--- config.mk ---
export PLATFORM = sky130hd
export DESIGN_NAME = osc_alarm_mon
export DESIGN_NICKNAME = d
export VERILOG_FILES = /design/src/rtl/osc_alarm_pkg.sv /design/src/rtl/osc_pattern_det.sv /design/src/rtl/osc_popcount.sv /design/src/rtl/osc_ovf_pulse.sv /design/src/rtl/osc_alarm_mon.sv
export SDC_FILE = /design/constraint.sdc
export NUM_CORES = 1
export LEC_CHECK = 0
export ABC_AREA = 1
export ABC_CLOCK_PERIOD_IN_PS = 6500
export BUFFER_PORTS_ARGS = -buffer_cell sky130_fd_sc_hd__buf_2
export CAP_MARGIN = 20
export CORE_UTILIZATION = 60
export CTS_BUF_LIST = sky130_fd_sc_hd__clkbuf_4
export DETAILED_ROUTE_END_ITERATION = 10
export GPL_TIMING_DRIVEN = 0
export PLACE_DENSITY = 0.9
export SLEW_MARGIN = 20
export SYNTH_ARGS = -nofsm -noshare
export SYNTH_HDL_FRONTEND = slang
export SYNTH_SLANG_ARGS = --single-unit
--- constraint.sdc ---
create_clock -name clk_i -period 6.5 [get_ports clk_i]
set_input_delay 1.3 -clock clk_i [delete_from_list [all_inputs] [get_ports clk_i]]
set_output_delay 1.3 -clock clk_i [all_outputs]
set_load 0.02 [all_outputs]
--- src/rtl/osc_alarm_pkg.sv ---
package osc_alarm_pkg;
  localparam int unsigned DEF_NUM_CH     = 24;
  localparam int unsigned DEF_THR_W      = 8;
  localparam int unsigned DEF_SHUT_THR_W = 5;
  localparam int unsigned DEF_MAX_PER    = 4;

  function automatic int unsigned max_u(int unsigned a, int unsigned b);
    return (a > b) ? a : b;
  endfunction
endpackage

--- src/rtl/osc_pattern_det.sv ---
module osc_pattern_det #(
  parameter int unsigned THR_W   = osc_alarm_pkg::DEF_THR_W,
  parameter int unsigned MAX_PER = osc_alarm_pkg::DEF_MAX_PER
) (
  input  logic             clk_i,
  input  logic             rst_ni,
  input  logic             en_i,
  input  logic             stb_i,
  input  logic             smpl_i,
  input  logic [THR_W-1:0] thr_i,
  output logic             alarm_o
);
  localparam int unsigned FILL_W = $clog2(MAX_PER + 1);

  logic [MAX_PER-1:0] hist_q;
  logic [FILL_W-1:0]  fill_q;
  logic [THR_W-1:0]   run_q, run_inc;
  logic [MAX_PER-1:0] per_hit;
  logic               match, hit_thr;

  // hist_q[p] holds the sample taken p+1 strobes ago
  for (genvar p = 0; p < MAX_PER; p++) begin : g_per
    assign per_hit[p] = (fill_q > FILL_W'(p)) && (hist_q[p] == smpl_i);
  end

  assign match   = |per_hit;
  assign run_inc = (&run_q) ? run_q : run_q + 1'b1;
  assign hit_thr = (thr_i != '0) && (run_inc == thr_i);
  assign alarm_o = en_i && stb_i && match && hit_thr;

  always_ff @(posedge clk_i or negedge rst_ni) begin
    if (!rst_ni) begin
      hist_q <= '0;
      fill_q <= '0;
      run_q  <= '0;
    end else if (!en_i) begin
      hist_q <= '0;
      fill_q <= '0;
      run_q  <= '0;
    end else if (stb_i) begin
      hist_q <= MAX_PER'({hist_q, smpl_i});
      fill_q <= (fill_q == FILL_W'(MAX_PER)) ? fill_q : fill_q + 1'b1;
      run_q  <= (!match || hit_thr) ? '0 : run_inc;
    end
  end

  AST_DET_HOLD_NO_STB: assert property (@(posedge clk_i) disable iff (!rst_ni)
    (en_i && !stb_i) |=> ($stable(run_q) && $stable(hist_q)));
  AST_DET_CLEAR_IDLE: assert property (@(posedge clk_i) disable iff (!rst_ni)
    !en_i |=> (run_q == '0 && fill_q == '0));
  AST_DET_FILL_BOUND: assert property (@(posedge clk_i) disable iff (!rst_ni)
    fill_q <= FILL_W'(MAX_PER));
  AST_DET_RESTART: assert property (@(posedge clk_i) disable iff (!rst_ni)
    alarm_o |=> (run_q == '0));
endmodule

--- src/rtl/osc_popcount.sv ---
module osc_popcount #(
  parameter int unsigned N = osc_alarm_pkg::DEF_NUM_CH,
  parameter int unsigned W = $clog2(N + 1)
) (
  input  logic [N-1:0] bits_i,
  output logic [W-1:0] cnt_o
);
  always_comb begin
    cnt_o = '0;
    for (int i = 0; i < N; i++) begin
      cnt_o = cnt_o + W'(bits_i[i]);
    end
  end
endmodule

--- src/rtl/osc_ovf_pulse.sv ---
module osc_ovf_pulse #(
  parameter int unsigned CNT_W = 5,
  parameter int unsigned THR_W = osc_alarm_pkg::DEF_SHUT_THR_W
) (
  input  logic             clk_i,
  input  logic             rst_ni,
  input  logic [CNT_W-1:0] cnt_i,
  input  logic [THR_W-1:0] thr_i,
  output logic             pulse_o
);
  localparam int unsigned CMP_W = osc_alarm_pkg::max_u(CNT_W, THR_W);

  logic [CMP_W-1:0] cnt_ext, thr_ext;
  logic             above, above_q, pulse_q;

  assign cnt_ext = CMP_W'(cnt_i);
  assign thr_ext = CMP_W'(thr_i);
  assign above   = cnt_ext > thr_ext;

  always_ff @(posedge clk_i or negedge rst_ni) begin
    if (!rst_ni) begin
      above_q <= 1'b0;
      pulse_q <= 1'b0;
    end else begin
      above_q <= above;
      pulse_q <= above && !above_q;
    end
  end

  assign pulse_o = pulse_q;

  AST_OVF_ONE_CYCLE: assert property (@(posedge clk_i) disable iff (!rst_ni)
    pulse_o |=> !pulse_o);
endmodule

--- src/rtl/osc_alarm_mon.sv ---
module osc_alarm_mon #(
  parameter int unsigned NUM_CH     = osc_alarm_pkg::DEF_NUM_CH,
  parameter int unsigned THR_W      = osc_alarm_pkg::DEF_THR_W,
  parameter int unsigned SHUT_THR_W = osc_alarm_pkg::DEF_SHUT_THR_W,
  parameter int unsigned MAX_PER    = osc_alarm_pkg::DEF_MAX_PER,
  localparam int unsigned CNT_W     = $clog2(NUM_CH + 1)
) (
  input  logic                  clk_i,
  input  logic                  rst_ni,
  input  logic                  smpl_stb_i,
  input  logic [NUM_CH-1:0]     smpl_bits_i,
  input  logic [THR_W-1:0]      alarm_thr_i,
  input  logic [SHUT_THR_W-1:0] shut_thr_i,
  input  logic                  en_wr_i,
  input  logic [NUM_CH-1:0]     en_wdata_i,
  input  logic                  log_wr_i,
  input  logic [NUM_CH-1:0]     log_wdata_i,
  input  logic                  stop_wr_i,
  input  logic [NUM_CH-1:0]     stop_wdata_i,
  output logic [NUM_CH-1:0]     en_o,
  output logic [NUM_CH-1:0]     log_o,
  output logic [NUM_CH-1:0]     stop_o,
  output logic [CNT_W-1:0]      shut_cnt_o,
  output logic                  ovf_o
);
  logic [NUM_CH-1:0] en_q, log_q, stop_q;
  logic [NUM_CH-1:0] en_d, log_d, stop_d;
  logic [NUM_CH-1:0] alarm;

  for (genvar c = 0; c < NUM_CH; c++) begin : g_ch
    osc_pattern_det #(
      .THR_W   (THR_W),
      .MAX_PER (MAX_PER)
    ) u_det (
      .clk_i   (clk_i),
      .rst_ni  (rst_ni),
      .en_i    (en_q[c]),
      .stb_i   (smpl_stb_i),
      .smpl_i  (smpl_bits_i[c]),
      .thr_i   (alarm_thr_i),
      .alarm_o (alarm[c])
    );
  end

  // alarm wins over a same-edge clear; a repeat alarm while logged stops the channel
  always_comb begin
    log_d  = (log_wr_i  ? (log_q  & log_wdata_i)  : log_q)  | alarm;
    stop_d = (stop_wr_i ? (stop_q & stop_wdata_i) : stop_q) | (alarm & log_q);
    en_d   = (en_wr_i ? en_wdata_i : en_q) & ~(stop_q | stop_d);
  end

  always_ff @(posedge clk_i or negedge rst_ni) begin
    if (!rst_ni) begin
      en_q   <= '1;
      log_q  <= '0;
      stop_q <= '0;
    end else begin
      en_q   <= en_d;
      log_q  <= log_d;
      stop_q <= stop_d;
    end
  end

  osc_popcount #(
    .N (NUM_CH),
    .W (CNT_W)
  ) u_cnt (
    .bits_i (stop_q),
    .cnt_o  (shut_cnt_o)
  );

  osc_ovf_pulse #(
    .CNT_W (CNT_W),
    .THR_W (SHUT_THR_W)
  ) u_ovf (
    .clk_i   (clk_i),
    .rst_ni  (rst_ni),
    .cnt_i   (shut_cnt_o),
    .thr_i   (shut_thr_i),
    .pulse_o (ovf_o)
  );

  assign en_o   = en_q;
  assign log_o  = log_q;
  assign stop_o = stop_q;

  AST_STOP_GATES_EN: assert property (@(posedge clk_i) disable iff (!rst_ni)
    (en_o & stop_o) == '0);
  AST_CNT_TRACKS_FLAGS: assert property (@(posedge clk_i) disable iff (!rst_ni)
    32'(shut_cnt_o) == $countones(stop_o));
  AST_STOP_NEEDS_LOG: assert property (@(posedge clk_i) disable iff (!rst_ni)
    (stop_o & ~$past(stop_o) & ~$past(log_o)) == '0);
  AST_STOP_NEW_ALSO_LOGGED: assert property (@(posedge clk_i) disable iff (!rst_ni)
    (stop_o & ~$past(stop_o) & ~log_o) == '0);
endmodule

Word-level counts from Yosys, hierarchy flattened
Cells that the tools add are included.
- flip-flop bits (word level): 434
- input port bits: 115
- output and inout port bits: 78
- word-level logic and storage cells: 979
- $add $sub $neg: 71
- order comparisons: 97
- equal/unequal tests: 192
- multiplexer cells: 219
- bitwise gates (word level): 8
- reductions and logical operators: 315
- operator list (kind ; number):
    $mux 8 ; 96
    $mux 3 ; 72
    $logic_and 1x1->1 ; 193
    $add 8x1->8 const B ; 24
    $eq 8x8->1 ; 24
    $mux 4 ; 48
    $reduce_and 8->1 ; 24
    $gt 3x1->1 const B ; 48
    $gt 3x2->1 const B ; 48
    $add 5x1->5 ; 22
    $and 24x24->24 ; 4
    $eq 1x1->1 ; 96
    $ne 2x2->1 const B ; 48
    $reduce_or 4->1 ; 24
    $add 3x1->3 const B ; 24
    $eq 3x3->1 const B ; 24
    $mux 24 ; 3
    $or 24x24->24 ; 3
    $reduce_and 2->1 ; 24
    $logic_not 1->1 ; 25
    $logic_or 1x1->1 ; 24
    $not 24->24 ; 1
    $reduce_bool 8->1 ; 1
    $gt 5x5->1 ; 1
    $add 1x1->2 ; 1

Longest topological paths before layout
- depth in word-level cells: 25
- depth in mapped cells: 19
- gate-level depth less buffers: 19

Cells and area by module
From an unflattened synthesis, not the netlist that was laid out.
- cell total of the unflattened synthesis: 5225
- area total of the unflattened synthesis: 34884.7 um2
- modules (own cells, without submodules) (module ; instances ; cells an instance ; area each (um2) ; seq. area each (um2)):
    osc_pattern_det (g_ch[10].u_det ...) ; 23 ; 191 ; 1261.2 ; 375.4
    osc_alarm_mon ; 1 ; 514 ; 3639.7 ; 1831.8
    osc_pattern_det (g_ch[0].u_det) ; 1 ; 211 ; 1380.1 ; 375.4
    osc_popcount ; 1 ; 79 ; 638.1 ; 0.0
    osc_ovf_pulse ; 1 ; 28 ; 219.0 ; 50.0

Worst setup path before layout
Ideal clock, no wire load.
- kind: reg2out
- start: register stop_q[0], in the netlist stop_o[0]
- end: output port shut_cnt_o[4]
- arrival: 4625 ps
- data required time: 5200 ps
- path slack: 575 ps
- cell stages (with the launch flop): 13
- buffers on the path: 0
- cell sequence: dfrtp_1 > ha_1 > inv_1 > fa_1 > inv_1 > fa_1 > fa_1 > fa_1 > inv_1 > fa_1 > fa_1 > fa_1 > o21ai_0
- cells in the longest elaborated chain, start to end: 23
- RTL lines (item ; line ; source):
    start, declared ; osc_alarm_mon.sv:26 ; logic [NUM_CH-1:0] en_q, log_q, stop_q;
    start signal, assigned ; osc_alarm_mon.sv:60 ; stop_q <= stop_d;
    $add 1x1->2 ; osc_popcount.sv:11 ; cnt_o = cnt_o + W'(bits_i[i]);
    $add 5x1->5 (22 in a row) ; osc_popcount.sv:11 ;
    end, declared ; osc_alarm_mon.sv:23 ; output logic [CNT_W-1:0] shut_cnt_o,
Every way passes these cells.

Worst setup path in the final report
- start: register stop_q[1], in the netlist stop_o[1]
- end: output port shut_cnt_o[2]
Same word-level chain as after synthesis.

==> flow_metrics.env <==
export IMPL_timing_fmax_mhz=147
export IMPL_cts_sinks=434
export IMPL_run_status="complete, but fails checks"
export IMPL_setup_ws_ns=-0.303
export IMPL_swShare_pct=37.7
export IMPL_hold_class="in2async"
export IMPL_fp_coreArea_um2=49200
export IMPL_multi_input_area_um2=16500
export IMPL_wl_met1_mm=37.0
export IMPL_cts_hold_buf=0
export IMPL_required_ns=5.20
export IMPL_route_vias_total=31518
export IMPL_clk_latency_ns=0.95
export IMPL_place_congestion=0.995
export IMPL_slew_violations=0
export IMPL_wl_met3_mm=10.9
export IMPL_wire_per_inst_um=17.8
export IMPL_fp_row_count=81
export IMPL_setup_viol=4
export IMPL_cp_max_fo=2
export IMPL_hold_violations=0
export IMPL_tns_ns=-0.976
export IMPL_yosysUniqueCellTypes=48
export IMPL_fillCellCount=4126
export IMPL_stdcell_count=5331
export IMPL_timing_final_crit_share_pct=105
export IMPL_grt_pass1_wl_mm=148
export IMPL_initial_core_util_pct=61.0
export IMPL_cts_max_path_buffers=3
export IMPL_worstSetupPathType="reg2out"
export IMPL_ir_worst_vdd_mv=0.175
export IMPL_syn_area_um2=30000
export IMPL_synthCells=4246
export IMPL_wirelength_mm=94.8
export IMPL_cp_startpoint="stop_o[1]$_DFF_PN0_"
export IMPL_highest_layer="met5"
export IMPL_startpoint_type="flop"
export IMPL_r2r_cells=16
export IMPL_root_buffer="clkbuf_4"
export IMPL_cts_clk_slew_worst_paths_ns=0.07
export IMPL_dieArea_um2=50900
export IMPL_syn_to_final_growth_pct=11.6
export IMPL_yosysSeqAreaShare_pct=36.3
export IMPL_wl_met2_mm=41.3
export IMPL_antenna_found_initial=10
export IMPL_crit_end="shut_cnt_o[2]"
export IMPL_drive_gt1_share_pct=13.2
export IMPL_die_w_um=226
export IMPL_hpwl_mm=66.6
export IMPL_drc=0
export IMPL_power_frac_seq_pct=40.9
export IMPL_ys_async_sr_fraction_pct=100
export IMPL_slew_limit_headroom_pct=16.8
export IMPL_fin_crit_ns=6.80
export IMPL_synth_edf_count=0
export IMPL_numCtsBuffers=116
export IMPL_synthesis_nets=4531
export IMPL_grt_pass1_vias=28643
export IMPL_htreeDepth=3
export IMPL_io_pins=193
export IMPL_finalClockSkew_ns=0.0442
export IMPL_internal_power_mw=4.91
export IMPL_tritoncts="yes"
export IMPL_grt_usage_pct=37.4
export IMPL_ys_ff_latch=434
export IMPL_reg2reg_to="u_ovf.pulse_o$_DFF_PN0_"
export IMPL_ys_flop_type="dfrtp_1"
export IMPL_power_switching_mw=2.97
export IMPL_die_h_um=226
export IMPL_io_buffer_count=188
export IMPL_r2r_start="stop_o[1]$_DFF_PN0_"
export IMPL_end_kind="primary output"
export IMPL_dr_pass1_iters=7
export IMPL_grt_overflow=0
export IMPL_seqCellArea_um2=10900
export IMPL_dp_cells=5102
export IMPL_violations="negative setup slack"
export IMPL_ant_nets=0
export IMPL_r2r_slack_ns=0.92
export IMPL_clockPowerShare_pct=31.1
export IMPL_power_leakage_nw=17.0
export IMPL_final_nets=4847
export IMPL_vias_per_cell=5.91
export IMPL_max_cap_violations=0
export IMPL_worstPathArrival_ns=5.50
export IMPL_tightest_slew_ns=1.25
export IMPL_syn_area_per_cell_um2=7.07
export IMPL_drtIter0Drc=4005
export IMPL_p_per_area_nw_per_um2=235
export IMPL_yosysWarnings=0
export IMPL_rsz0062_at_grt="true"
export IMPL_grt_max_degree=102
export IMPL_pwr_share_comb_pct=28.0
placed cells by master, fill, tap and decap left out, drive strengths merged:
| cell type | Yosys | layout |
|---|---|---|
| nand2 | 1247 | 1247 |
| nand3 | 588 | 588 |
| inv | 549 | 554 |
| dfrtp | 410 | 410 |
| o21ai | 381 | 381 |
| nor2 | 302 | 302 |
| buf | 53 | 251 |
| clkbuf | 42 | 206 |
| ha | 153 | 153 |
| o22ai | 123 | 123 |
| a21oi | 95 | 95 |
| nand4 | 65 | 65 |
| o211ai | 55 | 55 |
| clkinv | 6 | 51 |
| xor2 | 31 | 31 |
| dfstp | 24 | 24 |
| nand3b | 21 | 21 |
| xnor2 | 17 | 17 |
| fa | 17 | 17 |
| and3 | 16 | 16 |
| nor3 | 16 | 16 |
| or2 | 10 | 10 |
| diode | 0 | 8 |
| o31ai | 7 | 7 |
| a41oi | 7 | 7 |
| and2 | 5 | 5 |
| a31oi | 2 | 2 |
| nor4 | 1 | 1 |
| o21bai | 1 | 1 |
| a2bb2oi | 1 | 1 |
| nor2b | 1 | 1 |
| bufinv | 0 | 1 |
timing repair:
action | CTS | global route
resized for setup | 18 | 2
pin swaps | 10 | 9
buffers inserted | 7 | 0
setup endpoints to repair | 4 | 4
sequential cells by signal (all words and copies together), names as in the netlist:
name               cells
g_ch.u_det.fill_q     72
log_o                 24
u_ovf.pulse_o          1
g_ch.u_det.run_q     192
en_o                  24
u_ovf.above_q          1
stop_o                24
g_ch.u_det.hist_q     96
logic make-up (layout without fill, tap and decap cells):
logic type | count (synthesis) | in the layout | synth area share, %
XOR/XNOR | 48 | 48 | 1.43
AO/OA/AOI/OAI | 672 | 672 | 12.5
flip-flops | 434 | 434 | 36.3
AND/OR/NAND/NOR | 2272 | 2272 | 33.4
other | 0 | 8 | 0
buffers and inverters | 650 | 1063 | 8.79
adder cells (fa/ha/maj) | 170 | 170 | 7.52
worst min path at each step:
stage | to | cells after the start | start | slack, ns
after floorplan | u_ovf.pulse_o$_DFF_PN0_ | 1 | u_ovf.above_q$_DFF_PN0_ | 0.38
after global placement | u_ovf.pulse_o$_DFF_PN0_ | 1 | u_ovf.above_q$_DFF_PN0_ | 0.38
after detailed placement | u_ovf.pulse_o$_DFF_PN0_ | 1 | u_ovf.above_q$_DFF_PN0_ | 0.40
after CTS | g_ch[9].u_det.run_q[1]$_DFFE_PN0P_ | 1 | rst_ni | 0.31
after global routing | g_ch[9].u_det.run_q[1]$_DFFE_PN0P_ | 1 | rst_ni | 0.26
final | g_ch[9].u_det.hist_q[3]$_DFFE_PN0P_ | 1 | rst_ni | 0.29
routing by layer:
layer  global-route usage (%)  vias up
met5                        0        -
met4                     21.6        6
met3                     8.21      343
met2                     57.1     1797
met1                     49.1    14625
li1                         -    14747
worst max-delay path: stages, from the launching register on:
cell and delay, ns:
dfrtp_2 0.47, ha_4 0.28, inv_2 0.03, fa_1 0.49
inv_2 0.04, fa_1 0.55, fa_1 0.46, fa_1 0.49
inv_1 0.05, fa_1 0.45, fa_2 0.37, fa_2 0.43
xnor2_4 0.29, buf_6 0.16
power groups by stage:
stage          sequential, mW  clock (mW)  combinational (mW)
3_5_place_dp             3.26           0                2.15
6_report                 3.23        2.45                2.21
2_1_floorplan            3.20           0                1.56
5_1_grt                  3.26        2.62                2.49
4_1_cts                  3.22        2.46                2.17
3_3_place_gp             3.25           0                2.06
metrics by stage:
stage	util [%]	power (mW)	area [um^2]	setup WS [ns]	hold slack, ns
floorplan	-	4.76	30000	0.575	0.378
global placement	64.6	5.32	31800	-4.53	0.384
detailed placement	64.9	5.41	31900	0.145	0.403
CTS	68.1	7.84	33500	-0.275	0.306
global route	68.1	8.37	33500	-0.436	0.263
finish	68.1	7.89	33500	-0.303	0.289
Yosys cell counts, types with 55 or more instances:
cell type | instances | share of area, %
a21oi_1 | 94 | 1.6
inv_1 | 533 | 6.7
o211ai_1 | 55 | 1.4
o21ai_0 | 303 | 5.1
dfrtp_1 | 410 | 34
ha_1 | 153 | 6.4
o22ai_1 | 123 | 2.6
nand2_1 | 1194 | 15
nor2_1 | 258 | 3.2
nand3_1 | 573 | 9.6
nand4_1 | 65 | 1.4
o21ai_1 | 68 | 1.1
final cells by class:
cell class	count	share of cell area, %
inverters	555	6.23
clock buffers	164	3.68
repair buffers	198	3.36
diodes	8	0.0598
well taps	664	2.48
clock inverters	51	0.672
multi-input cells	3162	49.3
plain buffers	95	1.67
flip-flops and latches	434	32.5
(Power assumes the default switching activity.)
